`config.mk`:
```
export PLATFORM = sky130hd
export DESIGN_NAME = cs_select_unit
export DESIGN_NICKNAME = d
export VERILOG_FILES = /design/src/rtl/cs_sel_pkg.sv /design/src/rtl/cs_table.sv /design/src/rtl/cs_compare.sv /design/src/rtl/cs_prio.sv /design/src/rtl/cs_spare_redirect.sv /design/src/rtl/cs_select_unit.sv
export SDC_FILE = /design/constraint.sdc
export NUM_CORES = 1
export LEC_CHECK = 0
export BUFFER_PORTS_ARGS = -buffer_cell sky130_fd_sc_hd__buf_2
export CORE_MARGIN = 2
export CORE_UTILIZATION = 55
export DETAILED_ROUTE_END_ITERATION = 10
export PLACE_DENSITY_LB_ADDON = 0.15
export SLEW_MARGIN = 10
export SYNTH_ARGS = -nofsm -noshare
export SYNTH_HDL_FRONTEND = slang
export SYNTH_SLANG_ARGS = --single-unit
```
`constraint.sdc`:
```
create_clock -name clk -period 10 [get_ports clk]
set_input_delay 0.5 -clock clk [delete_from_list [all_inputs] [get_ports clk]]
set_output_delay 0.5 -clock clk [all_outputs]
set_load 0.05 [all_outputs]
```
`src/rtl/cs_sel_pkg.sv`:
```
package cs_sel_pkg;

  localparam int ADDR_W = 32;

  // current layout
  localparam logic [ADDR_W-1:0] CUR_BASE_KEEP = 32'h1FF8_3FE0;
  localparam logic [ADDR_W-1:0] CUR_MASK_SET  = 32'h0007_C01F;
  localparam logic [ADDR_W-1:0] CUR_MASK_KEEP = 32'h1FFF_FFFF;
  // older layout
  localparam logic [ADDR_W-1:0] OLD_BASE_KEEP = 32'hFFE0_FE00;
  localparam logic [ADDR_W-1:0] OLD_MASK_SET  = 32'h001F_01FF;
  localparam logic [ADDR_W-1:0] OLD_MASK_KEEP = 32'h3FFF_FFFF;
  localparam int               OLD_ADDR_SHL  = 4;

  typedef struct packed {
    logic              en;
    logic [ADDR_W-1:0] base;
    logic [ADDR_W-1:0] mask;
  } cs_entry_t;

  function automatic logic [ADDR_W-1:0] eff_base(input logic [ADDR_W-1:0] raw,
                                                 input logic legacy);
    return legacy ? (raw & OLD_BASE_KEEP) : (raw & CUR_BASE_KEEP);
  endfunction

  function automatic logic [ADDR_W-1:0] eff_mask(input logic [ADDR_W-1:0] raw,
                                                 input logic legacy);
    return legacy ? ((raw | OLD_MASK_SET) & OLD_MASK_KEEP)
                  : ((raw | CUR_MASK_SET) & CUR_MASK_KEEP);
  endfunction

  function automatic logic [ADDR_W-1:0] eff_addr(input logic [ADDR_W-1:0] raw,
                                                 input logic legacy);
    return legacy ? (raw << OLD_ADDR_SHL) : raw;
  endfunction

  function automatic logic entry_responds(input cs_entry_t e,
                                          input logic [ADDR_W-1:0] addr,
                                          input logic legacy);
    logic [ADDR_W-1:0] m;
    logic [ADDR_W-1:0] b;
    logic [ADDR_W-1:0] a;
    m = eff_mask(e.mask, legacy);
    b = eff_base(e.base, legacy);
    a = eff_addr(addr, legacy);
    return e.en && ((a & ~m) == (b & ~m));
  endfunction

endpackage

```
`src/rtl/cs_table.sv`:
```
module cs_table
  import cs_sel_pkg::*;
#(
  parameter int NUM_CS = 8,
  localparam int SEL_W = (NUM_CS > 1) ? $clog2(NUM_CS) : 1
) (
  input  logic             clk,
  input  logic             rst_n,
  input  logic             wr_en,
  input  logic [SEL_W-1:0] wr_idx,
  input  cs_entry_t        wr_data,
  output cs_entry_t        entries [NUM_CS],
  output logic [NUM_CS-1:0] en_vec
);

  for (genvar g = 0; g < NUM_CS; g++) begin : g_ent
    cs_entry_t ent_q;
    always_ff @(posedge clk) begin
      if (!rst_n)
        ent_q <= '0;
      else if (wr_en && (wr_idx == SEL_W'(g)))
        ent_q <= wr_data;
    end
    assign entries[g] = ent_q;
    assign en_vec[g]  = ent_q.en;
  end

endmodule

```
`src/rtl/cs_compare.sv`:
```
module cs_compare
  import cs_sel_pkg::*;
#(
  parameter int NUM_CS = 8
) (
  input  cs_entry_t          entries [NUM_CS],
  input  logic [ADDR_W-1:0]  addr,
  input  logic               legacy,
  output logic [NUM_CS-1:0]  match_vec
);

  for (genvar g = 0; g < NUM_CS; g++) begin : g_cmp
    assign match_vec[g] = entry_responds(entries[g], addr, legacy);
  end

endmodule

```
`src/rtl/cs_prio.sv`:
```
module cs_prio #(
  parameter int NUM_CS = 8,
  parameter int IDX_W  = 4
) (
  input  logic [NUM_CS-1:0] match_vec,
  output logic              any_match,
  output logic [IDX_W-1:0]  first_idx
);

  localparam logic [IDX_W-1:0] INV = '1;

  always_comb begin
    first_idx = INV;
    for (int i = NUM_CS - 1; i >= 0; i--) begin
      if (match_vec[i]) first_idx = IDX_W'(i);
    end
  end

  assign any_match = |match_vec;

endmodule

```
`src/rtl/cs_spare_redirect.sv`:
```
module cs_spare_redirect #(
  parameter int NUM_CS = 8,
  parameter int IDX_W  = 4
) (
  input  logic             any_match,
  input  logic [IDX_W-1:0] first_idx,
  input  logic [IDX_W-1:0] bad_rank,
  input  logic [IDX_W-1:0] spare_rank,
  output logic             redir_take,
  output logic             redir_fail,
  output logic [IDX_W-1:0] final_idx,
  output logic             hit,
  output logic             noaddr
);

  localparam logic [IDX_W-1:0] INV = '1;
  localparam logic [IDX_W-1:0] CNT = IDX_W'(NUM_CS);

  logic both_unset;
  logic spare_set;
  logic spare_exists;

  assign both_unset   = (bad_rank == INV) && (spare_rank == INV);
  assign spare_set    = (spare_rank != INV);
  assign spare_exists = (spare_rank < CNT);

  assign redir_take = any_match && !both_unset && spare_set && (first_idx == bad_rank);
  assign redir_fail = redir_take && !spare_exists;

  always_comb begin
    if (!any_match)
      final_idx = INV;
    else if (redir_take && spare_exists)
      final_idx = spare_rank;
    else
      final_idx = first_idx;
  end

  assign hit    = any_match;
  assign noaddr = !any_match;

endmodule

```
`src/rtl/cs_select_unit.sv`:
```
module cs_select_unit
  import cs_sel_pkg::*;
#(
  parameter int NUM_CS = 8,
  localparam int SEL_W = (NUM_CS > 1) ? $clog2(NUM_CS) : 1,
  localparam int IDX_W = $clog2(NUM_CS) + 1
) (
  input  logic             clk,
  input  logic             rst_n,
  input  logic             wr_en,
  input  logic [SEL_W-1:0] wr_idx,
  input  logic [31:0]      wr_base,
  input  logic [31:0]      wr_mask,
  input  logic             wr_enable,
  input  logic             legacy_fmt,
  input  logic [IDX_W-1:0] bad_rank,
  input  logic [IDX_W-1:0] spare_rank,
  input  logic             lookup_valid,
  input  logic [31:0]      lookup_addr,
  output logic             res_valid,
  output logic             res_hit,
  output logic             res_noaddr,
  output logic             res_redirect_fail,
  output logic [IDX_W-1:0] res_cs
);

  localparam logic [IDX_W-1:0] INV = '1;

  cs_entry_t         wr_data;
  cs_entry_t         entries [NUM_CS];
  logic [NUM_CS-1:0] en_vec;
  logic [NUM_CS-1:0] match_vec;
  logic              any_match;
  logic [IDX_W-1:0]  first_idx;
  logic              redir_take;
  logic              redir_fail;
  logic [IDX_W-1:0]  final_idx;
  logic              hit_c;
  logic              noaddr_c;

  assign wr_data = '{en: wr_enable, base: wr_base, mask: wr_mask};

  cs_table #(.NUM_CS(NUM_CS)) u_table (
    .clk     (clk),
    .rst_n   (rst_n),
    .wr_en   (wr_en),
    .wr_idx  (wr_idx),
    .wr_data (wr_data),
    .entries (entries),
    .en_vec  (en_vec)
  );

  cs_compare #(.NUM_CS(NUM_CS)) u_cmp (
    .entries   (entries),
    .addr      (lookup_addr),
    .legacy    (legacy_fmt),
    .match_vec (match_vec)
  );

  cs_prio #(.NUM_CS(NUM_CS), .IDX_W(IDX_W)) u_prio (
    .match_vec (match_vec),
    .any_match (any_match),
    .first_idx (first_idx)
  );

  cs_spare_redirect #(.NUM_CS(NUM_CS), .IDX_W(IDX_W)) u_redir (
    .any_match  (any_match),
    .first_idx  (first_idx),
    .bad_rank   (bad_rank),
    .spare_rank (spare_rank),
    .redir_take (redir_take),
    .redir_fail (redir_fail),
    .final_idx  (final_idx),
    .hit        (hit_c),
    .noaddr     (noaddr_c)
  );

  always_ff @(posedge clk) begin
    if (!rst_n) begin
      res_valid         <= 1'b0;
      res_hit           <= 1'b0;
      res_noaddr        <= 1'b0;
      res_redirect_fail <= 1'b0;
      res_cs            <= INV;
    end else begin
      res_valid <= lookup_valid;
      if (lookup_valid) begin
        res_hit           <= hit_c;
        res_noaddr        <= noaddr_c;
        res_redirect_fail <= redir_fail;
        res_cs            <= final_idx;
      end
    end
  end

endmodule

```
==> results of run 1 <==
[per-layer routing]
layer	global-route usage, %	share of wire [%]
met5	0	0.14
met2	50.0	44
met1	45.2	43
met4	11.4	3.4
met3	5.49	8.7
[cell families (layout without fill, tap and decap cells)]
family | after synthesis | after routing | share of synthesized area [%]
xor gates and xnor gates | 179 | 179 | 8.84
muxes | 20 | 20 | 1.98
AOI/OAI and AO/OA | 514 | 514 | 21.0
DFF | 384 | 384 | 42.9
buffers and inverters | 196 | 186 | 5.23
other | 0 | 5 | 0
and+or+nand+nor | 896 | 896 | 20.0
[worst max-delay path, cell delays in order]
cell and delay [ns]:
buf_2 0.07, buf_4 0.56, inv_1 0.56, a2111oi_0 0.86, nor2_1 0.29, or4b_1 0.65, a211o_1 0.32, o311a_1 0.17
a211oi_2 0.28, a21oi_1 0.12, a311oi_2 0.24
[metrics by stage]
stage	total power [mW]	util [%]	instance area (um^2)	hold slack (ns)	setup slack, ns
2_1_floorplan	1.83	-	17900	0.438	6.53
3_3_place_gp	1.94	56.5	18300	0.448	5.40
3_5_place_dp	1.94	56.5	18300	0.459	5.36
4_1_cts	3.38	60.5	19500	0.242	5.89
5_1_grt	3.48	60.5	19500	0.272	5.70
6_report	3.37	60.5	19500	0.255	5.77
[registers in the layout, indices dropped and copies added (netlist names)]
| signal | flops |
|---|---|
| res_cs | 4 |
| res_redirect_fail | 1 |
| u_table.entries | 368 |
| res_valid | 1 |
| res_hit | 1 |
| u_table.en_vec | 8 |
| res_noaddr | 1 |
[cell usage in the layout, fill, tap and decap left out, types with 4 or more instances in the layout]
master and count:
xnor2_1 75, diode_2 5, buf_2 93, or3_1 5
nand2b_1 6, nor2_1 47, o22ai_1 66, xor2_1 102
a21oi_1 8, nand3_2 4, mux2i_1 7, o211ai_1 6
clkbuf_16 43, a21boi_0 377, buf_4 18, clkbuf_1 8
mux2i_4 12, nand2_1 759, or4_1 6, clkbuf_8 11
dfxtp_1 384, o21ai_0 19, nor3_1 5, nor2b_1 15
o221ai_1 4, nand4_1 5, inv_1 9, nor4_1 13
nor2_4 6, nand3_1 5, a2111oi_0 4
[final cells by class]
cell class,count,share of cell area [%]
multi-input cells,1609,47.9
flip-flops and latches,384,39.3
well taps,442,2.83
clock inverters,4,0.141
diodes,5,0.0640
clock buffers,61,6.36
inverters,9,0.173
repair buffers,112,3.14
[power by group]
part | total (mW) | internal, mW | switching [mW]
Combinational | 0.331 | 0.112 | 0.219
Clock | 1.46 | 0.853 | 0.605
Sequential | 1.58 | 1.56 | 0.0186
[path summary, 6_finish.rpt]
kind	endpoint	slack, ns	cells after the start
setup / recovery	res_cs[2]$_SDFFE_PN1P_	5.77	11
hold / removal	res_cs[1]$_SDFFE_PN1P_	0.26	3
setup reg to reg	res_cs[2]$_SDFFE_PN1P_	6.44	10
hold reg to reg	u_table.entries[77]$_SDFFE_PN0P_	0.47	2
==> reports/qor.yml, run 1 <==
status: "complete, no violations"
p_leak_nw: 6.73
core-area_mm2: 0.0323
r2r_start: "u_table.entries[321]$_SDFFE_PN0P_"
synthArstFlopShare_pct: 0
postSynthCellCount: 2189
synth-edff-count: 0
grt_first_pass_wirelength_mm: 82.7
critPathKind: "in -> reg"
synth_seq_cells: 384
ys_top_cells_by_count: "nand2_1, dfxtp_1, a21boi_0, clkbuf_1, xor2_1"
regArea_mm2: 0.00769
synth.largest_area_cell: "dfxtp_1"
die_area_mm2: 0.0340
grt_use_total_pct: 32.2
drt-total-wl_mm: 54.9
rows: 66
post_cts_resize_count: 0
post-synth-top-count-cell: "nand2_1"
die_w_um: 184
postCtsHoldBufs: 0
clock_skew_ns: 0.0132
drtAntennaViolNets: 0
placedCellCount: 2556
dr.first_iter.drc_count: 1455
netlist_area_mm2: 0.0179
yosysTopAreaCellShare_pct: 42.9
grt_pass1_vias: 13500
final-max-slew-violation-count: 0
ys_types: 62
synth_nets: 2302
fmax_mhz: 236
drive_gt1_share_pct: 9.50
fin_setup_tns_ns: 0
cts.reportedPaths.clkPinSlew_ns: 0.06
clk_latency_ns: 0.53
hold_path_class: "in -> reg"
post_cts_buffers: 0
setup_viol: 0
die_h_um: 184
relSlewSlack_pct: 21.9
hold_viol: 0
dp_hpwl_mm: 35.5
clock-root-buffer: "clkbuf_16"
vdd_ir_drop_max_mv: 0.111
grt_overflow: 0
syn_to_final_growth_pct: 9.10
p_per_area_mw_per_mm2: 172
min_from: "spare_rank[1]"
remaining_drc_errors: 0
first_pass_iters: 6
cts_tree: "done"
cap_violations: 0
start_util_pct: 55.5
min_period_over_period_pct: 42.3
vias: 14919
crit_path_start_kind: "primary input"
cts_buffers: 42
clk_path_buf_depth: 3
multi_input_area_mm2: 0.00937
pin_count: 121
via_per_inst: 5.68
layout_min_cycle_time_ns: 4.23
wl_per_cell_um: 20.9
ys.flop_type: "dfxtp_1"
fill_cells: 2924
grt_max_degree: 137
cp_max_fo: 32
antenna_found_initial: 12
yosysSeqAreaShare_pct: 42.9
crit_path_end_kind: "flop"
syn_avg_cell_area_um2: 8.18
rsz0062_at_grt: "false"
cp.arrival_ns: 4.68
io_buffers: 94
cts-htree-levels: 2
synth_warnings: 0
cts_sinks: 384
stdcell_count: 2626
worstMarginPinSlew_ns: 1.17
crit_start: "legacy_fmt"
nNetsFinal: 2271
synth_area_leaders: "dfxtp_1, nand2_1, a21boi_0, xor2_1, xnor2_1"
gp_congestion: 0.932
required_ns: 10.44
(Power assumes the default switching activity.)
==> run 2: changes to the inputs <==
clock period = 4 ns   (was 10 ns; I/O delays follow)
==> run 2 against run 1 <==
First-iteration DRC count is 8.5% higher. Critical path type is now reg -> reg. Utilization is 1.5 points higher. Non-clock buffer count is 45 higher. Largest cell class unchanged. Global-route usage is 1.3 points higher. Register-to-register slack worse by 6.3 ns. Largest power group unchanged. Power grew to 2.6 times the previous value. Clock power grew to 2.6 times the previous value.
==> reports/qor.yml, run 2 (synthesis gave the netlist of run 1 again) <==
io_buffers: 94  # unchanged
required_ns: 4.47  # was 10.44 ns
drt-total-wl_mm: 57.2  # was 54.9 mm
antenna_found_initial: 6  # was 12
setup_ws_ns: 0.124  # was 5.77 ns
crit_family: "compound AO/OA/AOI/OAI gates"  # unchanged
core-area_mm2: 0.0323  # unchanged
clock-root-buffer: "clkbuf_16"  # unchanged
fin_setup_tns_ns: 0  # unchanged
post_cts_buffers: 0  # unchanged
cap_violations: 0  # unchanged
pin_count: 121  # unchanged
placed_cell_area_mm2: 0.0185  # was 0.0183 mm^2
setup_viol: 0  # unchanged
layout_min_cycle_time_ns: 3.88
cts_sinks: 384  # unchanged
final-max-slew-violation-count: 0  # unchanged
dp_hpwl_mm: 37.3  # was 35.5 mm
final_cell_area_mm2: 0.0200  # was 0.0195 mm^2
clk_path_buf_depth: 3  # unchanged
postCtsHoldBufs: 22  # was 0
critPathSlowestCell: "a2111oi_0"  # unchanged
cts_tree: "done"  # unchanged
p_per_area_mw_per_mm2: 431  # was 172 mW/mm^2
crit_path_end_kind: "flop"  # unchanged
final_cell_mix: "nand2_1, dfxtp_1, a21boi_0"  # unchanged
holdWs_ns: 0.0124  # was 0.255 ns
cp_max_fo: 4  # was 32
cts_buffers: 43  # was 42
critPathKind: "reg -> reg"  # was in -> reg
finalPower_mw: 8.63  # was 3.37 mW
crit_chain: "xnor2_1, o22ai_1, a2111oi_0, nor2_1, or4b_1, a211o_1, o311a_1, a21oi_1, nand3b_1, dlygate4sd3_1, a31oi_1"  # was buf_2, buf_4, inv_1, a2111oi_0, nor2_1, or4b_1, a211o_1, o311a_1, a211oi_2, a21oi_1, a311oi_2
status: "complete, no violations"  # unchanged
die_area_mm2: 0.0340  # unchanged
rsz0062_at_grt: "false"  # unchanged
rows: 66  # unchanged
start_util_pct: 55.5  # unchanged
grt_overflow: 0  # unchanged
via_per_inst: 5.70  # was 5.68
die_h_um: 184  # unchanged
grt_max_degree: 169  # was 137
grt_use_total_pct: 33.6  # was 32.2%
syn_to_final_growth_pct: 11.8  # was 9.10%
pre_cts_ws_ns: 0.260  # was 5.36 ns
crit_path_start_kind: "flop"  # was primary input
remaining_drc_errors: 0  # unchanged
cts.reportedPaths.clkPinSlew_ns: 0.06  # about the same
post_cts_resize_count: 0  # unchanged
cts-htree-levels: 2  # unchanged
clock_skew_ns: 0.0190  # was 0.0132 ns
drtAntennaViolNets: 0  # unchanged
fmax_mhz: 258
final_common_cell: "nand2_1"  # unchanged
vdd_ir_drop_max_mv: 0.316  # was 0.111 mV
relSlewSlack_pct: 17.1  # was 21.9%
wl_per_cell_um: 21.3  # was 20.9 um
grt_first_pass_wirelength_mm: 85.8  # was 82.7 mm
hold_path_class: "in -> reg"  # unchanged
worstMarginPinSlew_ns: 1.24  # was 1.17 ns
clk_latency_ns: 0.55  # was 0.53 ns
first_pass_iters: 5  # was 6
dr.first_iter.drc_count: 1579  # was 1455
hold_viol: 0  # unchanged
slowest_delay_ns: 0.74  # was 0.86 ns
cp.arrival_ns: 4.35  # was 4.68 ns
largest_reg_flops: 368  # unchanged
gp_congestion: 0.911  # was 0.932
vias: 15280  # was 14919
grt_pass1_vias: 14142  # was 13500
min_period_over_period_pct: 96.9
cp_num_buf_inv: 1  # was 3
drive_gt1_share_pct: 10.6  # was 9.50%
nNetsFinal: 2317  # was 2271
p_leak_nw: 6.97  # was 6.73 nW
die_w_um: 184  # unchanged
[run 2: changes by cell type in the layout (fill, tap and decap cells not counted), sizes merged]
cell         delta
dlygate4sd3    +22
buf            +23
clkbuf          +3
clkinvlp        +2
clkinv          +5
diode           -1
[run 2: power breakdown]
group | internal, mW | total (mW) | switching, mW
clock | 2.20 | 3.79 | 1.59
sequential | 3.91 | 3.96 | 0.0488
combinational | 0.313 | 0.877 | 0.565
total | 6.42 | 8.63 | 2.20
[run 2: routing by layer]
metal / share of wire (%) / vias to the layer above / wire length (um) / GRT usage, %
met2: 45 / 649 / 25500 / 52.5
li1: - / 7225 / - / -
met4: 3.9 / 4 / 2230 / 14.0
met3: 8.7 / 154 / 4970 / 5.73
met1: 43 / 7248 / 24500 / 45.9
met5: 0.037 / - / 21 / 0
[run 2: final cells by class]
class / count / area (um^2)
fillers: 2871 / 12300
inverters: 9 / 33.8
repair buffers: 157 / 1030
flip-flops and latches: 384 / 7690
multi-input cells: 1609 / 9370
well taps: 442 / 553
clock buffers: 64 / 1280
clock inverters: 11 / 67.6
diodes: 4 / 10.0
[run 2: worst reg2reg max path: stages (launching register included)]
cell and delay (ns):
dfxtp_1 0.32, xnor2_1 0.18, o22ai_1 0.13, a2111oi_0 0.74, nor2_1 0.24, or4b_1 0.67, a211o_1 0.34, o311a_1 0.16
a21oi_1 0.23, nand3b_1 0.09, dlygate4sd3_1 0.56, a31oi_1 0.15
[run 2: stage by stage]
stage          utilization [%]  std cells
6_report                  62.0       2680
5_1_grt                   62.0       2679
4_1_cts                   62.0       2676
3_5_place_dp              57.2       2579
3_3_place_gp              57.2       2579
2_1_floorplan                -       2189
[run 2: worst paths after layout]
| path | from | end | slack [ns] | depth (start not counted) |
|---|---|---|---|---|
| worst max register to register | u_table.entries[321]$_SDFFE_PN0P_ | res_cs[0]$_SDFFE_PN1P_ | 0.12 | 11 |
| worst max-delay path | u_table.entries[321]$_SDFFE_PN0P_ | res_cs[0]$_SDFFE_PN1P_ | 0.12 | 11 |
| worst min-delay path | wr_base[5] | u_table.entries[102]$_SDFFE_PN0P_ | 0.01 | 3 |
| worst min register to register | u_table.entries[201]$_SDFFE_PN0P_ | u_table.entries[201]$_SDFFE_PN0P_ | 0.46 | 2 |
